[config.mk]
export PLATFORM = sky130hd
export DESIGN_NAME = txr_retimer
export DESIGN_NICKNAME = d
export VERILOG_FILES = /design/src/rtl/txr_pkg.sv /design/src/rtl/txr_sync.sv /design/src/rtl/txr_bit_timer.sv /design/src/rtl/txr_handshake.sv /design/src/rtl/txr_retimer.sv
export SDC_FILE = /design/constraint.sdc
export NUM_CORES = 1
export LEC_CHECK = 0
export BUFFER_PORTS_ARGS = -buffer_cell sky130_fd_sc_hd__buf_2
export CORE_MARGIN = 4
export CORE_UTILIZATION = 35
export CTS_BUF_LIST = sky130_fd_sc_hd__clkbuf_4 sky130_fd_sc_hd__clkbuf_8
export DETAILED_ROUTE_END_ITERATION = 10
export GPL_TIMING_DRIVEN = 0
export SKIP_LAST_GASP = 1
export SYNTH_ARGS = -nofsm -noshare
export SYNTH_HDL_FRONTEND = slang
export SYNTH_SLANG_ARGS = --single-unit
[constraint.sdc]
create_clock -name clk_i -period 4.5 [get_ports clk_i]
set_input_delay 0.675 -clock clk_i [delete_from_list [all_inputs] [get_ports clk_i]]
set_output_delay 0.675 -clock clk_i [all_outputs]
set_load 0.03 [all_outputs]
[src/rtl/txr_pkg.sv]
// Shared types for the transmit data retiming interface.
// Assumes nothing beyond IEEE 1800-2017.
package txr_pkg;
    // Operating mode of the retimer.
    typedef enum logic {
        MODE_PASS    = 1'b0,
        MODE_RETIME  = 1'b1
    } txr_mode_e;
endpackage

[src/rtl/txr_sync.sv]
// Two-flop synchroniser for a vector of slow, asynchronous host levels.
// Assumes each bit is independent (no multi-bit coherence is needed) and
// that RST_VAL gives the idle level of each input.
module txr_sync #(
    parameter int WIDTH = 3,
    parameter logic [WIDTH-1:0] RST_VAL = '0
) (
    input  logic             clk_i,
    input  logic             rst_ni,
    input  logic [WIDTH-1:0] async_i,
    output logic [WIDTH-1:0] sync_o
);
    logic [WIDTH-1:0] meta_q;
    logic [WIDTH-1:0] stab_q;

    // Two-stage capture of the asynchronous inputs.
    always_ff @(posedge clk_i) begin
        if (!rst_ni) begin
            meta_q <= RST_VAL;
            stab_q <= RST_VAL;
        end else begin
            meta_q <= async_i;
            stab_q <= meta_q;
        end
    end

    assign sync_o = stab_q;
endmodule

[src/rtl/txr_bit_timer.sv]
// Bit-period timer. Counts reference cycles from 0 to BIT_CYCLES-1 and
// flags the last count as a bit boundary. Held at zero while restart_i
// is high, so the first boundary comes BIT_CYCLES cycles after release.
// Assumes BIT_CYCLES >= 2.
module txr_bit_timer #(
    parameter int BIT_CYCLES = 2983,
    localparam int CW = $clog2(BIT_CYCLES)
) (
    input  logic          clk_i,
    input  logic          rst_ni,
    input  logic          restart_i,
    output logic          tick_o,
    output logic [CW-1:0] count_o
);
    localparam logic [CW-1:0] LAST = CW'(BIT_CYCLES - 1);

    logic [CW-1:0] cnt_q;

    // Free-running modulo counter, cleared on restart.
    always_ff @(posedge clk_i) begin
        if (!rst_ni || restart_i) begin
            cnt_q <= '0;
        end else if (cnt_q == LAST) begin
            cnt_q <= '0;
        end else begin
            cnt_q <= cnt_q + 1'b1;
        end
    end

    assign tick_o  = !restart_i && (cnt_q == LAST);
    assign count_o = cnt_q;
endmodule

[src/rtl/txr_handshake.sv]
// Mode control and request/capture handshake. Chooses the mode from the
// synchronised strobe and slow-rate levels. Captures the data bit on each
// strobe rising edge, and at each timer boundary moves the captured bit
// (or the previous bit again) to the retimed output.
// Assumes the inputs are already synchronised to clk_i.
module txr_handshake
    import txr_pkg::*;
#(
    parameter int BIT_CYCLES = 2983
) (
    input  logic      clk_i,
    input  logic      rst_ni,
    input  logic      strobe_s_i,
    input  logic      sdata_s_i,
    input  logic      slow_s_i,
    input  logic      tick_i,
    output txr_mode_e mode_o,
    output logic      bit_o,
    output logic      req_no,
    output logic      rise_o
);
    localparam int HW = $clog2(BIT_CYCLES + 1);
    localparam logic [HW-1:0] HI_LIMIT = HW'(BIT_CYCLES - 1);

    txr_mode_e     mode_q;
    logic          req_n_q;
    logic          out_bit_q;
    logic          cap_bit_q;
    logic          cap_vld_q;
    logic          strobe_q;
    logic [HW-1:0] hi_cnt_q;
    logic          rise;

    // Rising edge of the synchronised strobe.
    assign rise = strobe_s_i && !strobe_q;

    // Mode, request, capture and retimed output state.
    always_ff @(posedge clk_i) begin
        if (!rst_ni) begin
            mode_q    <= MODE_PASS;
            req_n_q   <= 1'b1;
            out_bit_q <= 1'b0;
            cap_bit_q <= 1'b0;
            cap_vld_q <= 1'b0;
            strobe_q  <= 1'b1;
            hi_cnt_q  <= '0;
        end else begin
            strobe_q <= strobe_s_i;
            case (mode_q)
                MODE_PASS: begin
                    hi_cnt_q  <= '0;
                    cap_vld_q <= 1'b0;
                    out_bit_q <= sdata_s_i;
                    if (!slow_s_i && !strobe_s_i) begin
                        mode_q  <= MODE_RETIME;
                        req_n_q <= 1'b0;
                    end else begin
                        req_n_q <= 1'b1;
                    end
                end
                default: begin
                    if (slow_s_i || (hi_cnt_q == HI_LIMIT)) begin
                        mode_q    <= MODE_PASS;
                        req_n_q   <= 1'b1;
                        cap_vld_q <= 1'b0;
                    end else begin
                        hi_cnt_q <= strobe_s_i ? hi_cnt_q + 1'b1 : '0;
                        if (tick_i) begin
                            if (rise) begin
                                out_bit_q <= sdata_s_i;
                            end else if (cap_vld_q) begin
                                out_bit_q <= cap_bit_q;
                            end
                            cap_vld_q <= 1'b0;
                            req_n_q   <= 1'b0;
                        end else if (rise) begin
                            cap_bit_q <= sdata_s_i;
                            cap_vld_q <= 1'b1;
                            req_n_q   <= 1'b1;
                        end
                    end
                end
            endcase
        end
    end

    assign mode_o = mode_q;
    assign bit_o  = out_bit_q;
    assign req_no = req_n_q;
    assign rise_o = rise;
endmodule

[src/rtl/txr_retimer.sv]
// Top of the transmit data retiming interface. Synchronises the host
// levels, runs the bit-period timer in retimed mode only, and selects
// between the raw host data and the retimed bit for the modulator.
// Assumes clk_i is the 3.579545 MHz reference and BIT_CYCLES >= 8.
module txr_retimer
    import txr_pkg::*;
#(
    parameter int BIT_CYCLES = 2983
) (
    input  logic clk_i,
    input  logic rst_ni,
    input  logic strobe_i,
    input  logic sdata_i,
    input  logic slow_rate_i,
    output logic req_no,
    output logic mod_data_o
);
    localparam int CW = $clog2(BIT_CYCLES);

    logic [2:0]    sync_vec;
    logic          strobe_s;
    logic          sdata_s;
    logic          slow_s;
    logic          tick;
    logic [CW-1:0] tmr_count;
    txr_mode_e     mode;
    logic          ret_bit;
    logic          strobe_rise;

    // Host levels: strobe idles high, data and slow select idle low.
    txr_sync #(
        .WIDTH   (3),
        .RST_VAL (3'b001)
    ) sync_i (
        .clk_i   (clk_i),
        .rst_ni  (rst_ni),
        .async_i ({slow_rate_i, sdata_i, strobe_i}),
        .sync_o  (sync_vec)
    );

    assign strobe_s = sync_vec[0];
    assign sdata_s  = sync_vec[1];
    assign slow_s   = sync_vec[2];

    txr_bit_timer #(
        .BIT_CYCLES (BIT_CYCLES)
    ) timer_i (
        .clk_i     (clk_i),
        .rst_ni    (rst_ni),
        .restart_i (mode == MODE_PASS),
        .tick_o    (tick),
        .count_o   (tmr_count)
    );

    txr_handshake #(
        .BIT_CYCLES (BIT_CYCLES)
    ) hs_i (
        .clk_i      (clk_i),
        .rst_ni     (rst_ni),
        .strobe_s_i (strobe_s),
        .sdata_s_i  (sdata_s),
        .slow_s_i   (slow_s),
        .tick_i     (tick),
        .mode_o     (mode),
        .bit_o      (ret_bit),
        .req_no     (req_no),
        .rise_o     (strobe_rise)
    );

    // Modulator data: raw host data unless a retimed session is active.
    assign mod_data_o = (slow_rate_i || (mode == MODE_PASS)) ? sdata_i : ret_bit;
endmodule

==> reports/qor.yml, run 1 <==
ir_drop_v: 0.000197
startpoint: "slow_rate_i"
slowest_delay_ns: 0.27
status: "completed"
postSynthAreaPerCell_um2: 9.29
min_path_type: "register to register"
synth_top_area_frac: 0.462
ys_top_cells_by_count: "dfxtp_1, nor2_1, xnor2_1"
n_antenna_cell: 0
drcViolationCount: 0
vias: 1160
io_buffers: 6
reg2reg_depth: 6
clock-root-buffer: "clkbuf_8"
ios: 7
syn_area_um2: 1560
hp-start: "sync_i.meta_q[0]$_SDFF_PN1_"
syn-instance-count: 168
htree_levels: 2
core.rowCount: 24
worstSkewPairLatency_ns: 0.28
start_util: 0.361
numClockSinks: 36
dp_cells: 226
synthToLayoutAreaGrowth_pct: 13.2
cellPowerDensity_nw_per_um2: 357
grt_pass1_vias: 1120
fin_worst_skew_ns: 0.00438
cts_tree: "built"
grt_max_degree: 12
post-route-period-util: 0.451
fin_area_um2: 1770
r2r-start: "hs_i.hi_cnt_q[0]$_SDFFE_PN0N_"
maxSlewHeadroom: 0.523
first_iter_violations: 69
fin_cells: 234
drv_slew: 0
cts_resized: 0
finalNetCount: 190
maxCapViolations: 0
grt_pass1_wl_um: 4820
post-dp-hpwl_um: 1930
worstMarginPinSlew_ns: 0.712
drtPass1Iterations: 4
ant_nets: 0
ctsHoldBuffers: 0
fin_util: 0.409
fmax_ghz: 0.493
timing.rr.end: "hs_i.hi_cnt_q[10]$_SDFFE_PN0N_"
grtUsageTotal: 0.112
hold_viol: 0
critPathLaunchType: "input pin"
cpMaxStageDelayCell: "mux2_2"
cp.arrival_ns: 1.36
worstPathRequired_ns: 3.83
post-synth-top-count-cell: "dfxtp_1"
grt_remaining_overflow: 0
period_needed_ns: 2.03
wl_per_cell_um: 11.6
cts_buffer_depth: 2
wirelength_um: 2720
crit_chain: "buf_2 -> nand2b_1 -> mux2_2 -> buf_2"
post_cts_buffers: 0
rsz0062_at_grt: "no"
async_flop_share: 0
yosysSeqAreaShare: 0.462
endpoint_kind: "output pin"
hold_path_depth: 1
die_y_um: 74.8
place_area_um2: 1660
avgViaCountPerCell: 4.96
cts_buffers: 5
synth_cell_types: 41
power_w: 0.000631
register_area_um2: 721
yosysTopAreaCell: "dfxtp_1"
synth_edf_count: 0
yosys_warnings: 0
place_congestion: 0.790
antenna_found_initial: 0
rrSetupSlack_ns: 2.57
multiInputGateArea_um2: 806
fillCellCount: 457
synth_fp_nets: 177
p_leak_nw: 0.584
synth_area_leaders: "dfxtp_1, xnor2_1, nor2_1"
setup_tns_ns: 0
cp_max_fo: 2
die_x_um: 74.8
hold_end: "sync_i.sync_o[0]$_SDFF_PN1_"
path_class: "input pin to output pin"
layout-drive-gt1-share: 0.115
cts.clk_slew.worst_paths_ns: 0.07
synth_ff_type: "dfxtp_1"
dieArea_um2: 5590
synth_seq_cells: 36
crit_path_frequent_cell: "buf_2"
finalSetupViolCount: 0
core_um2: 4320
-- where the power goes --
part           switching, W  leakage (nW)  total [W]  internal (W)
logic             0.0000132         0.234  0.0000225    0.00000925
registers        0.00000348         0.292   0.000327      0.000323
clock network      0.000111        0.0586   0.000282      0.000170
-- state kept, by name, indices dropped and copies added, names as in the netlist --
register         count
sync_i.meta_q        3
hs_i.cap_bit_q       1
hs_i.cap_vld_q       1
sync_i.sync_o        3
hs_i.req_no          1
hs_i.mode_o          1
hs_i.hi_cnt_q       12
timer_i.count_o     12
hs_i.bit_o           1
hs_i.strobe_q        1
-- how the worst max path moves through the flow --
stage,end,slack [ns],cells after the start
finish,mod_data_o,2.47,4
global route,hs_i.hi_cnt_q[1]$_SDFFE_PN0N_,2.26,6
CTS,mod_data_o,2.46,4
detailed placement,mod_data_o,2.46,4
global placement,mod_data_o,2.47,4
floorplan,mod_data_o,2.66,2
-- metal layers --
| metal | GRT usage | routed length (um) | share of wire |
|---|---|---|---|
| met4 | 0.0356 | 16 | 0.0059 |
| met1 | 0.144 | 1380 | 0.51 |
| met3 | 0.0401 | 81 | 0.030 |
| met2 | 0.177 | 1240 | 0.46 |
| met5 | 0 | 0 | 0 |
-- layout by cell type (no fill, tap or decap), types with 3 or more instances in the layout --
cell type,instances
a21oi_1,4
and2_1,6
buf_2,6
clkbuf_1,3
clkbuf_8,5
dfxtp_1,36
ha_1,4
inv_1,4
nand2_1,9
nand2b_1,5
nand3_1,10
nand4_1,5
nor2_1,24
nor3_1,5
nor4_1,3
o21ai_0,3
xnor2_1,11
xor2_1,5
-- worst max-delay path: cells and delay by family --
family / cells / cell delay (ns)
muxes: 1 / 0.27
buffers and inverters: 2 / 0.27
and+or+nand+nor: 1 / 0.13
-- layout make-up --
cell class	instances	area share
plain buffers	4	0.0106
clock buffers	6	0.0432
clock inverters	2	0.0198
inverters	4	0.00850
multi-input cells	124	0.456
flip-flops and latches	36	0.408
well taps	52	0.0368
repair buffers	6	0.0170
-- per-stage QoR --
step           setup slack [ns]  hold slack, ns
2_1_floorplan              2.66           0.386
3_3_place_gp               2.47           0.389
3_5_place_dp               2.46           0.401
4_1_cts                    2.46           0.418
5_1_grt                    2.26           0.427
6_report                   2.47           0.417
-- cell families (layout without fill, tap and decap cells) --
kind of cell | after synthesis | count (layout) | share of synthesized area
XOR/XNOR | 16 | 16 | 0.0898
buffers and inverters | 8 | 22 | 0.0217
multiplexers | 4 | 4 | 0.0273
flip-flops | 36 | 36 | 0.462
AND/OR/NAND/NOR | 82 | 82 | 0.282
adder cells (fa/ha/maj) | 4 | 4 | 0.0321
AO/OA/AOI/OAI | 18 | 18 | 0.0850
No activity file was read; power rests on OpenSTA's default activity.
==> inputs of run 2 (changes only) <==
==> constraint.sdc (replaced) <==
create_clock -name clk_i -period 2 [get_ports clk_i]
set_input_delay 0.3 -clock clk_i [delete_from_list [all_inputs] [get_ports clk_i]]
set_output_delay 0.3 -clock clk_i [all_outputs]
set_load 0.03 [all_outputs]
==> reports/qor.yml, run 2 (synthesized netlist as in run 1, its figures left out) <==
io_buffers: 6
status: "completed"
grt_pass1_wl_um: 4820
cts_buffer_depth: 2
path_class: "register to register"
grtUsageTotal: 0.112
grtUsageMet3: 0.0401
period_needed_ns: 1.89
cp_max_fo: 7
cts.clk_slew.worst_paths_ns: 0.07
place_congestion: 0.790
die_x_um: 74.8
ctsHoldBuffers: 0
hold_viol: 0
grt_pass1_vias: 1120
rsz0062_at_grt: "yes"
post-route-period-util: 0.946
first_iter_violations: 64
use_met2: 0.177
maxSlewHeadroom: 0.517
finalNetCount: 190
final_common_cell: "dfxtp_1"
wirelength_um: 2730
antenna_found_initial: 0
crit_chain: "inv_1 -> ha_1 -> nor4bb_1 -> a31oi_1 -> a21oi_1 -> a32o_1"
endpoint_kind: "register"
power_w: 0.00142
ir_drop_v: 0.000444
grt_remaining_overflow: 0
core.rowCount: 24
layout-drive-gt1-share: 0.121
core_um2: 4320
ios: 7
post-dp-hpwl_um: 1930
worstMarginPinSlew_ns: 0.722
critPathLaunchType: "register"
cp.arrival_ns: 2.07
min_path_type: "input pin to register"
fmax_ghz: 0.528
start_util: 0.361
cpMaxStageDelayCell: "a31oi_1"
gr-usage-met1: 0.144
drcViolationCount: 0
holdWs_ns: 0.197
die_y_um: 74.8
cts_resized: 0
fin_worst_skew_ns: 0.00355
cts_tree: "built"
drv_slew: 0
worstSkewPairLatency_ns: 0.28
synthToLayoutAreaGrowth_pct: 13.5
ant_nets: 0
p_leak_nw: 0.585
dieArea_um2: 5590
grt_max_degree: 12
finalSetupViolCount: 0
drtPass1Iterations: 4
avgViaCountPerCell: 5.03
busiest_layer: "met2"
htree_levels: 2
maxCapViolations: 0
cts_buffers: 5
wl_per_cell_um: 11.7
cp_num_buf_inv: 1
n_antenna_cell: 0
numClockSinks: 36
clock-root-buffer: "clkbuf_8"
cp_top_family: "compound AO/OA/AOI/OAI gates"
vias: 1177
layout_common_cells: "dfxtp_1, nor2_1, xnor2_1"
post_cts_buffers: 0
cellPowerDensity_nw_per_um2: 803
slowest_delay_ns: 0.57
worstPathRequired_ns: 2.17
[run 2: cell counts in the layout (fill, tap and decap cells not counted)]
Identical to the previous run, type by type.
[run 2: layer usage]
metal / share of wire / wire, um
met1: 0.51 / 1380
met2: 0.45 / 1230
met3: 0.036 / 97
met4: 0.0059 / 16
met5: 0 / 0
[run 2: path summary, 6_finish.rpt]
kind	from	to	slack, ns	cells after the start
max reg2reg	hs_i.hi_cnt_q[0]$_SDFFE_PN0N_	hs_i.req_no$_SDFFE_PN1P_	0.11	6
min	strobe_i	sync_i.meta_q[0]$_SDFF_PN1_	0.20	2
min reg2reg	sync_i.meta_q[0]$_SDFF_PN1_	sync_i.sync_o[0]$_SDFF_PN1_	0.42	1
max	hs_i.hi_cnt_q[0]$_SDFFE_PN0N_	hs_i.req_no$_SDFFE_PN1P_	0.11	6
[run 2: where the power goes]
group          total (W)  internal (W)  switching [W]
clock           0.000635      0.000383       0.000251
sequential      0.000736      0.000727     0.00000811
combinational  0.0000512     0.0000209      0.0000303
[run 2: layout make-up]
type	instances	area (um^2)
Tap cell	52	65.1
Timing Repair Buffer	6	30.0
Fill cell	458	2550
Multi-Input combinational cell	124	810
Buffer	4	18.8
Clock inverter	2	35.0
Clock buffer	6	76.3
Inverter	4	15.0
Sequential cell	36	721
[run 2: per-stage QoR]
| stage | util | setup slack (ns) | instances | instance area (um^2) | TNS [ns] |
|---|---|---|---|---|---|
| 2_1_floorplan | - | 0.247 | 168 | 1560 | 0 |
| 3_3_place_gp | 0.383 | -0.00917 | 226 | 1660 | -0.00917 |
| 3_5_place_dp | 0.383 | 0.0524 | 226 | 1660 | 0 |
| 4_1_cts | 0.409 | 0.0257 | 234 | 1770 | 0 |
| 5_1_grt | 0.409 | -0.102 | 234 | 1770 | -0.240 |
| 6_report | 0.409 | 0.108 | 234 | 1770 | 0 |
==> inputs of run 3 (changes only) <==
--- a/config.mk
+++ b/config.mk
@@ -7,10 +7,11 @@
 export LEC_CHECK = 0
 export BUFFER_PORTS_ARGS = -buffer_cell sky130_fd_sc_hd__buf_2
 export CORE_MARGIN = 4
-export CORE_UTILIZATION = 35
+export CORE_UTILIZATION = 60
 export CTS_BUF_LIST = sky130_fd_sc_hd__clkbuf_4 sky130_fd_sc_hd__clkbuf_8
 export DETAILED_ROUTE_END_ITERATION = 10
 export GPL_TIMING_DRIVEN = 0
+export PLACE_DENSITY = 0.78
 export SKIP_LAST_GASP = 1
 export SYNTH_ARGS = -nofsm -noshare
 export SYNTH_HDL_FRONTEND = slang
==> reports/qor.yml, run 3 (synthesized netlist as in run 1, its figures left out) <==
pwr-share-seq: 0.570
clockPowerShare: 0.390
cellPowerDensity_nw_per_um2: 754
register_area_um2: 721
hold_viol: 0
maxSlewHeadroom: 0.541
clock-root-buffer: "clkbuf_4"
drcViolationCount: 0
timing.rr.end: "timer_i.count_o[4]$_SDFF_PP0_"
n_antenna_cell: 0
dieArea_um2: 3480
core.rowCount: 18
place_area_um2: 1630
cp.arrival_ns: 2.14
grt_pass1_wl_um: 4970
layout_common_cells: "dfxtp_1, nor2_1, xnor2_1"
p_leak_nw: 0.567
cts.clk_slew.worst_paths_ns: 0.11
ir_drop_v: 0.000734
multiInputGateArea_um2: 810
fin_util: 0.691
post-route-period-util: 0.952
finalSetupViolCount: 0
post-place-ws_ns: -0.0146
cts_buffer_depth: 2
reg2reg_depth: 5
start_util: 0.630
wirelength_um: 2910
ios: 7
period_needed_ns: 1.90
hp-start: "strobe_i"
layout-drive-gt1-share: 0.121
drv_slew: 0
place_congestion: 0.808
fin_area_um2: 1710
final_common_cell: "dfxtp_1"
wl_per_cell_um: 13.7
numClockSinks: 36
fmax_ghz: 0.525
vias: 1216
r2r-start: "timer_i.count_o[5]$_SDFF_PP0_"
critPathLaunchType: "register"
post_cts_buffers: 0
setup_tns_ns: 0
worstSkewPairLatency_ns: 0.34
post-dp-hpwl_um: 2110
synthToLayoutAreaGrowth_pct: 9.70
power_frac_comb: 0.040
endpoint_kind: "register"
io_buffers: 6
rrSetupSlack_ns: 0.1
hold_end: "sync_i.meta_q[0]$_SDFF_PN1_"
die_x_um: 59.0
worstMarginPinSlew_ns: 0.686
p_sw_w: 0.000281
cp_max_fo: 10
die_y_um: 59.0
power.internal_w: 0.00101
first_iter_violations: 64
avgViaCountPerCell: 5.74
hold_path_depth: 2
finalNetCount: 190
path_class: "register to register"
grtUsageTotal: 0.187
cts_tree: "built"
fillCellCount: 208
sw_frac_of_total: 0.218
grt_max_degree: 13
antenna_found_initial: 0
maxCapViolations: 0
slowest_delay_ns: 0.47
cpMaxStageDelayCell: "or4b_1"
crit_chain: "or4b_1 -> or3_4 -> nand2_1 -> buf_4 -> nor2_1"
grt_remaining_overflow: 0
status: "completed"
core_um2: 2480
cts_buffers: 5
htree_levels: 2
rsz0062_at_grt: "no"
drtPass1Iterations: 4
worstPathRequired_ns: 2.24
holdWs_ns: 0.150
fin_worst_skew_ns: 0.00965
min_path_type: "input pin to register"
ant_nets: 0
setup_ws_ns: 0.0967
grt_pass1_vias: 1192
[run 3: area by class of cell]
class	count	share of cell area
Multi-Input combinational cell	124	0.473
Sequential cell	36	0.421
Clock inverter	3	0.0249
Clock buffer	5	0.0219
Tap cell	30	0.0219
Timing Repair Buffer	6	0.0175
Buffer	4	0.0110
Inverter	4	0.00877
[run 3: worst max path at each step]
stage | slack [ns] | endpoint | from | depth (start not counted)
CTS | 0.11 | timer_i.count_o[10]$_SDFF_PP0_ | timer_i.count_o[4]$_SDFF_PP0_ | 5
global route | 0.03 | timer_i.count_o[3]$_SDFF_PP0_ | timer_i.count_o[5]$_SDFF_PP0_ | 5
detailed placement | -0.01 | hs_i.hi_cnt_q[9]$_SDFFE_PN0N_ | hs_i.hi_cnt_q[0]$_SDFFE_PN0N_ | 6
finish | 0.1 | timer_i.count_o[4]$_SDFF_PP0_ | timer_i.count_o[5]$_SDFF_PP0_ | 5
global placement | 0.08 | hs_i.hi_cnt_q[1]$_SDFFE_PN0N_ | hs_i.hi_cnt_q[0]$_SDFFE_PN0N_ | 6
floorplan | 0.25 | hs_i.bit_o$_SDFFE_PN0P_ | timer_i.count_o[4]$_SDFF_PP0_ | 4
[run 3: metal layers]
metal | vias to the layer above | wire (um) | global-route usage | share of wire
met3 | 9 | 94 | 0.0588 | 0.032
met1 | 566 | 1310 | 0.218 | 0.45
met5 | - | 0 | 0 | 0
met2 | 21 | 1440 | 0.309 | 0.50
met4 | 0 | 61 | 0.0906 | 0.021
li1 | 620 | - | - | -
[run 3: per-stage QoR]
stage / cells / power, W
6_report: 212 / 0.00129
5_1_grt: 212 / 0.00134
4_1_cts: 212 / 0.00130
3_5_place_dp: 204 / 0.000804
3_3_place_gp: 204 / 0.000801
2_1_floorplan: 168 / 0.000787
[run 3: worst max-delay path: cells and delay by family, from the launching register on]
kind | cells | cell delay [ns]
flip-flops | 1 | 0.46
AND/OR/NAND/NOR | 4 | 1.15
buffers and inverters | 1 | 0.20
[run 3: power by group through the flow]
stage          Clock (W)  Sequential (W)  Combinational [W]
6_report        0.000503        0.000736          0.0000515
5_1_grt         0.000546        0.000738          0.0000564
4_1_cts         0.000516        0.000736          0.0000522
3_5_place_dp           0        0.000752          0.0000516
3_3_place_gp           0        0.000751          0.0000498
2_1_floorplan          0        0.000753          0.0000338
[run 3: timing repair]
action                                  4_1_cts  5_1_grt
gates resized for setup                       1        0
endpoints found under the setup margin        2        0
hold buffers                                  0        0
